## src/rtl/uart_regif_pkg.sv

```systemverilog
package uart_regif_pkg;
  localparam int CTRL_W = 8;
  localparam int STAT_W = 8;

  localparam int ST_RXFULL = 0;
  localparam int ST_TXEMPTY = 1;
  localparam int ST_CARRIER = 2;
  localparam int ST_CTS = 3;
  localparam int ST_FRAME = 4;
  localparam int ST_OVERRUN = 5;
  localparam int ST_PARITY = 6;
  localparam int ST_IRQ = 7;

  localparam logic [1:0] RATIO_MRESET = 2'b11;

  typedef enum logic [1:0] {
    TXM_QUIET  = 2'b00,
    TXM_IRQ    = 2'b01,
    TXM_RTS_HI = 2'b10,
    TXM_BREAK  = 2'b11
  } txmode_e;

  typedef struct packed {
    logic       rx_irq_en;
    txmode_e    txmode;
    logic [2:0] fmt;
    logic [1:0] ratio;
  } ctrl_t;
endpackage

```

## src/rtl/uart_regif_ctrl.sv

```systemverilog
module uart_regif_ctrl
  import uart_regif_pkg::*;
(
  input  logic              clk,
  input  logic              rst,
  input  logic              wr_en,
  input  logic [CTRL_W-1:0] wdata,
  output ctrl_t             ctrl_o,
  output logic              core_en_o,
  output logic              mreset_o
);
  logic seen_mreset_q;

  assign mreset_o = wr_en && (wdata[1:0] == RATIO_MRESET);

  always_ff @(posedge clk) begin
    if (rst) begin
      ctrl_o        <= '0;
      seen_mreset_q <= 1'b0;
      core_en_o     <= 1'b0;
    end else if (wr_en) begin
      ctrl_o <= ctrl_t'(wdata);
      if (wdata[1:0] == RATIO_MRESET) begin
        seen_mreset_q <= 1'b1;
        core_en_o     <= 1'b0;
      end else if (seen_mreset_q) begin
        core_en_o <= 1'b1;
      end
    end
  end
endmodule

```

## src/rtl/uart_regif_rx.sv

```systemverilog
module uart_regif_rx #(
  parameter int DW = 8
) (
  input  logic          clk,
  input  logic          rst,
  input  logic          clr,
  input  logic          en,
  input  logic          carrier_lost,
  input  logic          rx_valid,
  input  logic [DW-1:0] rx_data,
  input  logic          rx_pe,
  input  logic          rx_fe,
  input  logic          rd_data,
  input  logic          rd_stat,
  output logic [DW-1:0] hold_o,
  output logic          full_o,
  output logic          ovr_o,
  output logic          pe_o,
  output logic          fe_o,
  output logic          dcd_o
);
  logic accept;
  logic dcd_arm_q;

  assign accept = rx_valid && en && !carrier_lost;

  always_ff @(posedge clk) begin
    if (rst || clr) begin
      hold_o    <= '0;
      full_o    <= 1'b0;
      ovr_o     <= 1'b0;
      pe_o      <= 1'b0;
      fe_o      <= 1'b0;
      dcd_o     <= 1'b0;
      dcd_arm_q <= 1'b0;
    end else begin
      if (rd_data) begin
        full_o <= 1'b0;
        pe_o   <= 1'b0;
        ovr_o  <= 1'b0;
      end
      if (accept) begin
        if (full_o && !rd_data) begin
          ovr_o <= 1'b1;
        end else begin
          hold_o <= rx_data;
          full_o <= 1'b1;
          pe_o   <= rx_pe;
          fe_o   <= rx_fe;
        end
      end
      if (carrier_lost) full_o <= 1'b0;

      if (carrier_lost) begin
        dcd_o <= 1'b1;
      end else if (rd_data && dcd_arm_q) begin
        dcd_o <= 1'b0;
      end
      if (rd_stat && dcd_o) begin
        dcd_arm_q <= 1'b1;
      end else if (rd_data) begin
        dcd_arm_q <= 1'b0;
      end
    end
  end
endmodule

```

## src/rtl/uart_regif_tx.sv

```systemverilog
module uart_regif_tx #(
  parameter int DW = 8
) (
  input  logic          clk,
  input  logic          rst,
  input  logic          clr,
  input  logic          en,
  input  logic          wr_data,
  input  logic [DW-1:0] wdata,
  input  logic          tx_ready,
  input  logic          cts_block,
  input  logic          brk,
  output logic          empty_o,
  output logic          load_o,
  output logic [DW-1:0] data_o
);
  logic can_load;

  assign can_load = !empty_o && en && tx_ready && !cts_block && !brk;

  always_ff @(posedge clk) begin
    if (rst || clr) begin
      empty_o <= 1'b1;
      load_o  <= 1'b0;
      data_o  <= '0;
    end else begin
      load_o <= 1'b0;
      if (wr_data) begin
        data_o  <= wdata;
        empty_o <= 1'b0;
      end else if (can_load) begin
        load_o  <= 1'b1;
        empty_o <= 1'b1;
      end
    end
  end
endmodule

```

## src/rtl/uart_regif.sv

```systemverilog
module uart_regif
  import uart_regif_pkg::*;
#(
  parameter int DW = 8
) (
  input  logic          clk,
  input  logic          rst,
  input  logic          cs_i,
  input  logic          rs_i,
  input  logic          rd_i,
  input  logic [DW-1:0] wdata_i,
  output logic [DW-1:0] rdata_o,
  input  logic          carrier_lost_i,
  input  logic          cts_block_i,
  output logic          rts_n_o,
  output logic          irq_n_o,
  output logic [1:0]    ratio_o,
  output logic [2:0]    fmt_o,
  output logic          core_en_o,
  output logic          brk_o,
  output logic          tx_load_o,
  output logic [DW-1:0] tx_data_o,
  input  logic          tx_ready_i,
  input  logic          rx_valid_i,
  input  logic [DW-1:0] rx_data_i,
  input  logic          rx_par_err_i,
  input  logic          rx_frm_err_i
);
  logic wr_ctl, wr_tx, rd_st, rd_rx;
  ctrl_t ctrl_q;
  logic mreset;
  logic [DW-1:0] rx_hold;
  logic rx_full, rx_ovr, rx_pe, rx_fe, rx_dcd, tx_empty;
  logic irq_w;
  logic [STAT_W-1:0] stat_w;

  assign wr_ctl = cs_i && !rd_i && !rs_i;
  assign wr_tx  = cs_i && !rd_i && rs_i;
  assign rd_st  = cs_i && rd_i && !rs_i;
  assign rd_rx  = cs_i && rd_i && rs_i;

  uart_regif_ctrl u_ctrl (
    .clk(clk), .rst(rst), .wr_en(wr_ctl), .wdata(wdata_i[CTRL_W-1:0]),
    .ctrl_o(ctrl_q), .core_en_o(core_en_o), .mreset_o(mreset)
  );

  uart_regif_rx #(.DW(DW)) u_rx (
    .clk(clk), .rst(rst), .clr(mreset), .en(core_en_o),
    .carrier_lost(carrier_lost_i), .rx_valid(rx_valid_i), .rx_data(rx_data_i),
    .rx_pe(rx_par_err_i), .rx_fe(rx_frm_err_i), .rd_data(rd_rx), .rd_stat(rd_st),
    .hold_o(rx_hold), .full_o(rx_full), .ovr_o(rx_ovr), .pe_o(rx_pe),
    .fe_o(rx_fe), .dcd_o(rx_dcd)
  );

  uart_regif_tx #(.DW(DW)) u_tx (
    .clk(clk), .rst(rst), .clr(mreset), .en(core_en_o), .wr_data(wr_tx),
    .wdata(wdata_i), .tx_ready(tx_ready_i), .cts_block(cts_block_i),
    .brk(brk_o), .empty_o(tx_empty), .load_o(tx_load_o), .data_o(tx_data_o)
  );

  assign ratio_o = ctrl_q.ratio;
  assign fmt_o   = ctrl_q.fmt;
  assign rts_n_o = (ctrl_q.txmode == TXM_RTS_HI);
  assign brk_o   = (ctrl_q.txmode == TXM_BREAK);

  assign irq_w = (ctrl_q.rx_irq_en && (rx_full || rx_ovr || rx_dcd)) ||
                 ((ctrl_q.txmode == TXM_IRQ) && tx_empty && !cts_block_i);

  always_comb begin
    stat_w              = '0;
    stat_w[ST_RXFULL]   = rx_full;
    stat_w[ST_TXEMPTY]  = tx_empty && !cts_block_i;
    stat_w[ST_CARRIER]  = rx_dcd;
    stat_w[ST_CTS]      = cts_block_i;
    stat_w[ST_FRAME]    = rx_fe;
    stat_w[ST_OVERRUN]  = rx_ovr;
    stat_w[ST_PARITY]   = rx_pe;
    stat_w[ST_IRQ]      = irq_w;
  end

  always_ff @(posedge clk) begin
    if (rst) begin
      rdata_o <= '0;
      irq_n_o <= 1'b1;
    end else begin
      irq_n_o <= !irq_w;
      if (rd_st) rdata_o <= DW'(stat_w);
      else if (rd_rx) rdata_o <= rx_hold;
    end
  end
endmodule

```

## config.mk

```make
export PLATFORM = sky130hd
export DESIGN_NAME = uart_regif
export DESIGN_NICKNAME = d
export VERILOG_FILES = /design/src/rtl/uart_regif_pkg.sv /design/src/rtl/uart_regif_ctrl.sv /design/src/rtl/uart_regif_rx.sv /design/src/rtl/uart_regif_tx.sv /design/src/rtl/uart_regif.sv
export SDC_FILE = /design/constraint.sdc
export NUM_CORES = 1
export LEC_CHECK = 0
export ABC_AREA = 1
export ABC_CLOCK_PERIOD_IN_PS = 1300
export BUFFER_PORTS_ARGS = -buffer_cell sky130_fd_sc_hd__buf_2
export CAP_MARGIN = 15
export CORE_MARGIN = 5
export CORE_UTILIZATION = 51
export CTS_CLUSTER_SIZE = 16
export DETAILED_ROUTE_END_ITERATION = 7
export PLACE_DENSITY = 0.79
export SLEW_MARGIN = 20
export SYNTH_ARGS = -nofsm -noshare
export SYNTH_HDL_FRONTEND = slang
export SYNTH_SLANG_ARGS = --single-unit
```

## constraint.sdc

```tcl
create_clock -name clk -period 1.3 [get_ports clk]
set_input_delay 0.26 -clock clk [delete_from_list [all_inputs] [get_ports clk]]
set_output_delay 0.26 -clock clk [all_outputs]
set_load 0.02 [all_outputs]
```

Yosys cells after proc, flatten, opt, wreduce, memory -nomap -nowiden
Cells that the tools add are included.
W data, S select, Z words.
Storage, ports and cells
  bits of input ports: 27
  bits in latches: 0
  word-level logic and storage cells: 85
  ROM bits: 0
  output and inout bits: 26
  bits in registers: 43
  memories kept: 0
  RAM bits: 0
Operators by class
  add/subtract/negate cells: 0
  mux-type cells: 20
  equality and inequality tests: 4
  reduce and logical (&&, ||, !) cells: 42
  magnitude comparators: 0
  shift operators: 0
  bitwise gates (word level): 1
  div/mod/pow operators: 0
  $mul: 0
Operator list (count)
  $logic_and A1 B1 Y1: 20
  $mux W1: 18
  $mux W8: 2
  $reduce_bool A2 Y1: 5
  $logic_not A1 Y1: 8
  $eq A2 B2 Y1 const B: 3
  $reduce_and A2 Y1: 3
  $logic_or A1 B1 Y1: 4
  $reduce_or A2 Y1: 2
  $eq A2 B1 Y1 const B: 1
  $not A1 Y1: 1

Longest topological paths before layout
  depth in word-level cells: 7
  gate-level depth with buffers: 7
  gate-level depth less buffers: 6

Hierarchy
From an unflattened synthesis, not the netlist that was laid out.
Second synthesis, totals
  cells, all modules: 266
  area total of the unflattened synthesis: 1890.6 um^2
By module, submodules not included
  uart_regif_rx: cells each 90, seq. area each 280.3 um^2, instances 1, area an instance 629.4 um^2
  uart_regif: cells each 81, seq. area each 180.2 um^2, instances 1, area an instance 504.2 um^2
  uart_regif_tx: cells each 51, seq. area each 200.2 um^2, instances 1, area an instance 387.9 um^2
  uart_regif_ctrl: cells each 44, seq. area each 200.2 um^2, instances 1, area an instance 369.1 um^2

Least setup slack after synthesis
No wires, ideal clock.
  kind: register to register
  from: reg u_ctrl.core_en_o
  to: reg u_rx.hold_o[6]
  buffers on the path: 1
  arrival time: 1238 ps
  required time: 1186 ps
  cell stages (with the launch flop): 7
  setup time: 114 ps
  slack: -52 ps
  period minus slack after synthesis: 1352 ps
  path through: dfxtp_1 > nand2_1 > nor2_2 > nand2_2 > buf_2 > o21ai_2 > nor2_1
Between the ends
  word-level cells in the longest chain between the ends: 3
RTL lines
  start: declaration: line uart_regif_ctrl.sv:9  | output logic core_en_o,
  start signal: assignment: line uart_regif_ctrl.sv:20  | core_en_o <= 1'b0;
  start signal: assignment: line uart_regif_ctrl.sv:25  | core_en_o <= 1'b0;
  start signal: assignment: line uart_regif_ctrl.sv:27  | core_en_o <= 1'b1;
  $logic_and A1 B1 Y1 (2 in series): line uart_regif_rx.sv:25  | assign accept = rx_valid && en && !carrier_lost;
  $reduce_and A2 Y1 (no source line)
  end signal: assignment: line uart_regif_rx.sv:46  | hold_o <= rx_data;
  end: declaration: line uart_regif_rx.sv:15  | output logic [DW-1:0] hold_o,
Every way passes these cells.
A chain may end at the register's enable or synchronous reset.

Worst setup path after layout
  from: reg u_ctrl.ctrl_o[6] (netlist name)
  to: out rts_n_o
Between the ends
  word-level cells in the longest chain between the ends: 1
RTL lines
  start: declaration: line uart_regif_ctrl.sv:8  | output ctrl_t ctrl_o,
  start signal: assignment: line uart_regif_ctrl.sv:22  | ctrl_o <= ctrl_t'(wdata);
  $eq A2 B2 Y1: line uart_regif.sv:63  | assign rts_n_o = (ctrl_q.txmode == TXM_RTS_HI);
  end: declaration: line uart_regif.sv:15  | output logic rts_n_o,
Every way passes these cells.

==> results.yml <==
final_layout:
  syn2layout_area_growth_pct: 26.62
  n_antenna_cell: 0
  layout.cells.non_filler: 341
  drive_above_1_share: 0.3661
  final_core_util: 0.6796
  fin_nets: 321
cts:
  max-clock-path-buffers: 2
  cts-root-buf: "clkbuf_4"
  cts-htree-levels: 2
  clock_sinks: 43
  clkTransAtPathRegs_ns: 0.12
  cts_inserted_buffers: 5
  postCtsSetupBuffers: 0
  cts_tree: "built"
  insertion_delay_ns: 0.35
global_routing:
  grt_pass1_vias: 1513
  overflow: 0
  grt_antenna_before_repair: 0
  grt_max_degree: 14
  grt_use_total: 0.1753
  grt_pass1_wl_um: 6920
worst_setup_path:
  worstSetupStartpointType: "flip-flop"
  cp.buffers_inverters: 2
  worstPathMaxFanout: 3
  crit_required_ns: 1.04
  crit_slowest_cell: "dfxtp_4"
  critical_path.cell_chain: "inv_4 > nor2_4 > buf_6"
  critical_path_class: "flip-flop to primary output"
  end_kind: "primary output"
  crit_arrival_ns: 1.01
  cpLargestDelayFamily: "flip-flops"
  crit_path_max_incr_delay_ns: 0.39
power_and_ir_drop:
  power.share.switching: 0.2405
  combPwrFrac: 0.107
  cellPowerDensity_nw_per_um2: 1089
  clkPwrFrac: 0.351
  pwr-share-seq: 0.542
  p_leak_nw: 1.060
  ir_drop_v: 0.0006646
  p_switching_uw: 603.4
  p_int_mw: 1.906
  power_mw: 2.509
yosys:
  synth_nets: 260
  synth.area.mux_share: 0
  synth-seq-area-share: 0.4732
  synthCells: 233
  synth_cell_types: 23
  yosysTopAreaCell: "dfxtp_1"
  synthTopCellsByArea: "dfxtp_1 (47%), nand2_1 (16%), a21oi_2 (7.7%)"
  synth-compound-area-share: 0.1320
  synth_xor_area_frac: 0
  synthesis.area_sq_um: 1819
  synth_top_family_by_area: "simple AND/OR/NAND/NOR gates"
  synth_fa_ha_area_frac: 0
  yosys.area.top_type_share: 0.4732
  synth_area_per_cell_sq_um: 7.808
  synthSimpleGateAreaFrac: 0.3095
  ys_ff_latch: 43
  synth_warnings: 0
placed_design:
  dpl.cell_count: 333
  io_buffers: 52
  hpwlAfterDp_um: 3183
  place.gp.congestion: 0.8108
detailed_routing:
  vias: 1662
  vias_per_cell: 4.874
  dr.pass1.iters: 4
  drtAntennaViolNets: 0
  wl_um: 4189
  drt_iter0_markers: 104
  wl_per_cell_um: 12.28
  drc: 0
timing:
  totalNegativeSetupSlack_ns: 0
  period_share: 0.9781
  setup_viol: 0
  slew_violations: 0
  slew_headroom: 0.8186
  tightest_slew_ns: 0.2704
  finClkSkew_ns: 0.002577
  finalHoldViolCount: 0
  grt_setup_unrepaired: "yes"
  max_freq_mhz: 786.5
  finalCriticalPeriod_ns: 1.271
floorplanning:
  rows: 21
  pin_count: 53
  initial_utilization: 0.5367
  dieHeight_um: 69.73
  core_sq_um: 3390
  die-area_sq_um: 4862
  die_width_um: 69.73
job:
  drv_cap: 0
run_status:
  status: "complete, no violations"
hold_path:
  hold_class: "input pin to flip-flop"
## power groups by stage
| stage | sequential [mW] | clock [mW] | combinational (mW) |
|---|---|---|---|
| floorplan | 1.40 | 0 | 0.133 |
| global placement | 1.39 | 0 | 0.259 |
| detailed placement | 1.39 | 0 | 0.262 |
| CTS | 1.36 | 0.892 | 0.263 |
| global route | 1.36 | 0.953 | 0.292 |
| finish | 1.36 | 0.882 | 0.268 |
## timing repair
item | 4_1_cts | 5_1_grt
resized for setup | 1 | 13
hold buffers | 0 | 0
endpoints found under the setup margin | 1 | 2
pin swaps | 0 | 1
## state kept, by name (all words and copies together), names as in the netlist, 8 cells and up
name / flops
rdata_o: 8
u_tx.data_o: 8
u_ctrl.ctrl_o: 8
u_rx.hold_o: 8
## per-layer routing
metal	GRT usage	vias up	part of all wire
met5	0	-	0
met1	0.2334	748	0.48
met4	0.05745	0	0.014
met2	0.2733	40	0.46
met3	0.04928	5	0.049
li1	-	869	-
## cell type report
cell class              instances  area [sq um]
clock buffers                   6         51.30
clock inverters                 2         35.03
repair buffers                 66         402.9
well taps                      46         57.56
fillers                       292          1086
flip-flops and latches         43         868.3
inverters                      18         70.07
multi-input cells             160         818.3
## metrics by stage
| stage | hold WS (ns) | worst slack, ns | cell area [sq um] |
|---|---|---|---|
| floorplan | 0.3315 | 0.01173 | 1824 |
| global placement | 0.4481 | 0.1138 | 2185 |
| detailed placement | 0.4514 | 0.06536 | 2185 |
| CTS | 0.1105 | 0.01683 | 2272 |
| global route | 0.1163 | -0.03495 | 2303 |
| finish | 0.1212 | 0.02852 | 2303 |
## final timing paths
| path | startpoint | slack (ns) | depth (start not counted) | endpoint |
|---|---|---|---|---|
| worst min-delay path | carrier_lost_i | 0.12 | 2 | u_rx.full_o$_SDFF_PP0_ |
| worst max-delay path | u_ctrl.ctrl_o[6]$_SDFFE_PP0P_ | 0.03 | 3 | rts_n_o |
| worst max register to register | u_ctrl.core_en_o$_SDFFE_PP0P_ | 0.14 | 7 | u_rx.ovr_o$_SDFF_PP0_ |
| worst min register to register | u_ctrl.ctrl_o[2]$_SDFFE_PP0P_ | 0.47 | 2 | u_ctrl.ctrl_o[2]$_SDFFE_PP0P_ |
## layout by cell type, fill, tap and decap left out, drive strengths merged
| cell | synthesis | layout |
|---|---|---|
| nand2 | 82 | 82 |
| buf | 12 | 66 |
| dfxtp | 43 | 43 |
| a21oi | 28 | 28 |
| nor2 | 19 | 19 |
| inv | 17 | 17 |
| nand3 | 16 | 16 |
| nand4 | 9 | 9 |
| clkbuf | 0 | 6 |
| o21ai | 3 | 3 |
| clkinv | 1 | 2 |
| o211ai | 1 | 1 |
| a31oi | 1 | 1 |
| a21boi | 1 | 1 |
| bufinv | 0 | 1 |
## synthesized netlist by cell type, drive strengths merged
cell / instances
dfxtp: 43
nand4: 9
a21boi: 1
inv: 17
o211ai: 1
nand2: 82
nor2: 19
clkinv: 1
nand3: 16
buf: 12
a31oi: 1
a21oi: 28
o21ai: 3
## cells by family (layout without fill, tap and decap cells)
kind of cell / count (synthesis) / count (layout)
buffers and inverters: 30 / 92
AOI/OAI and AO/OA: 34 / 34
and+or+nand+nor: 126 / 126
DFF: 43 / 43
(Power assumes the default switching activity.)
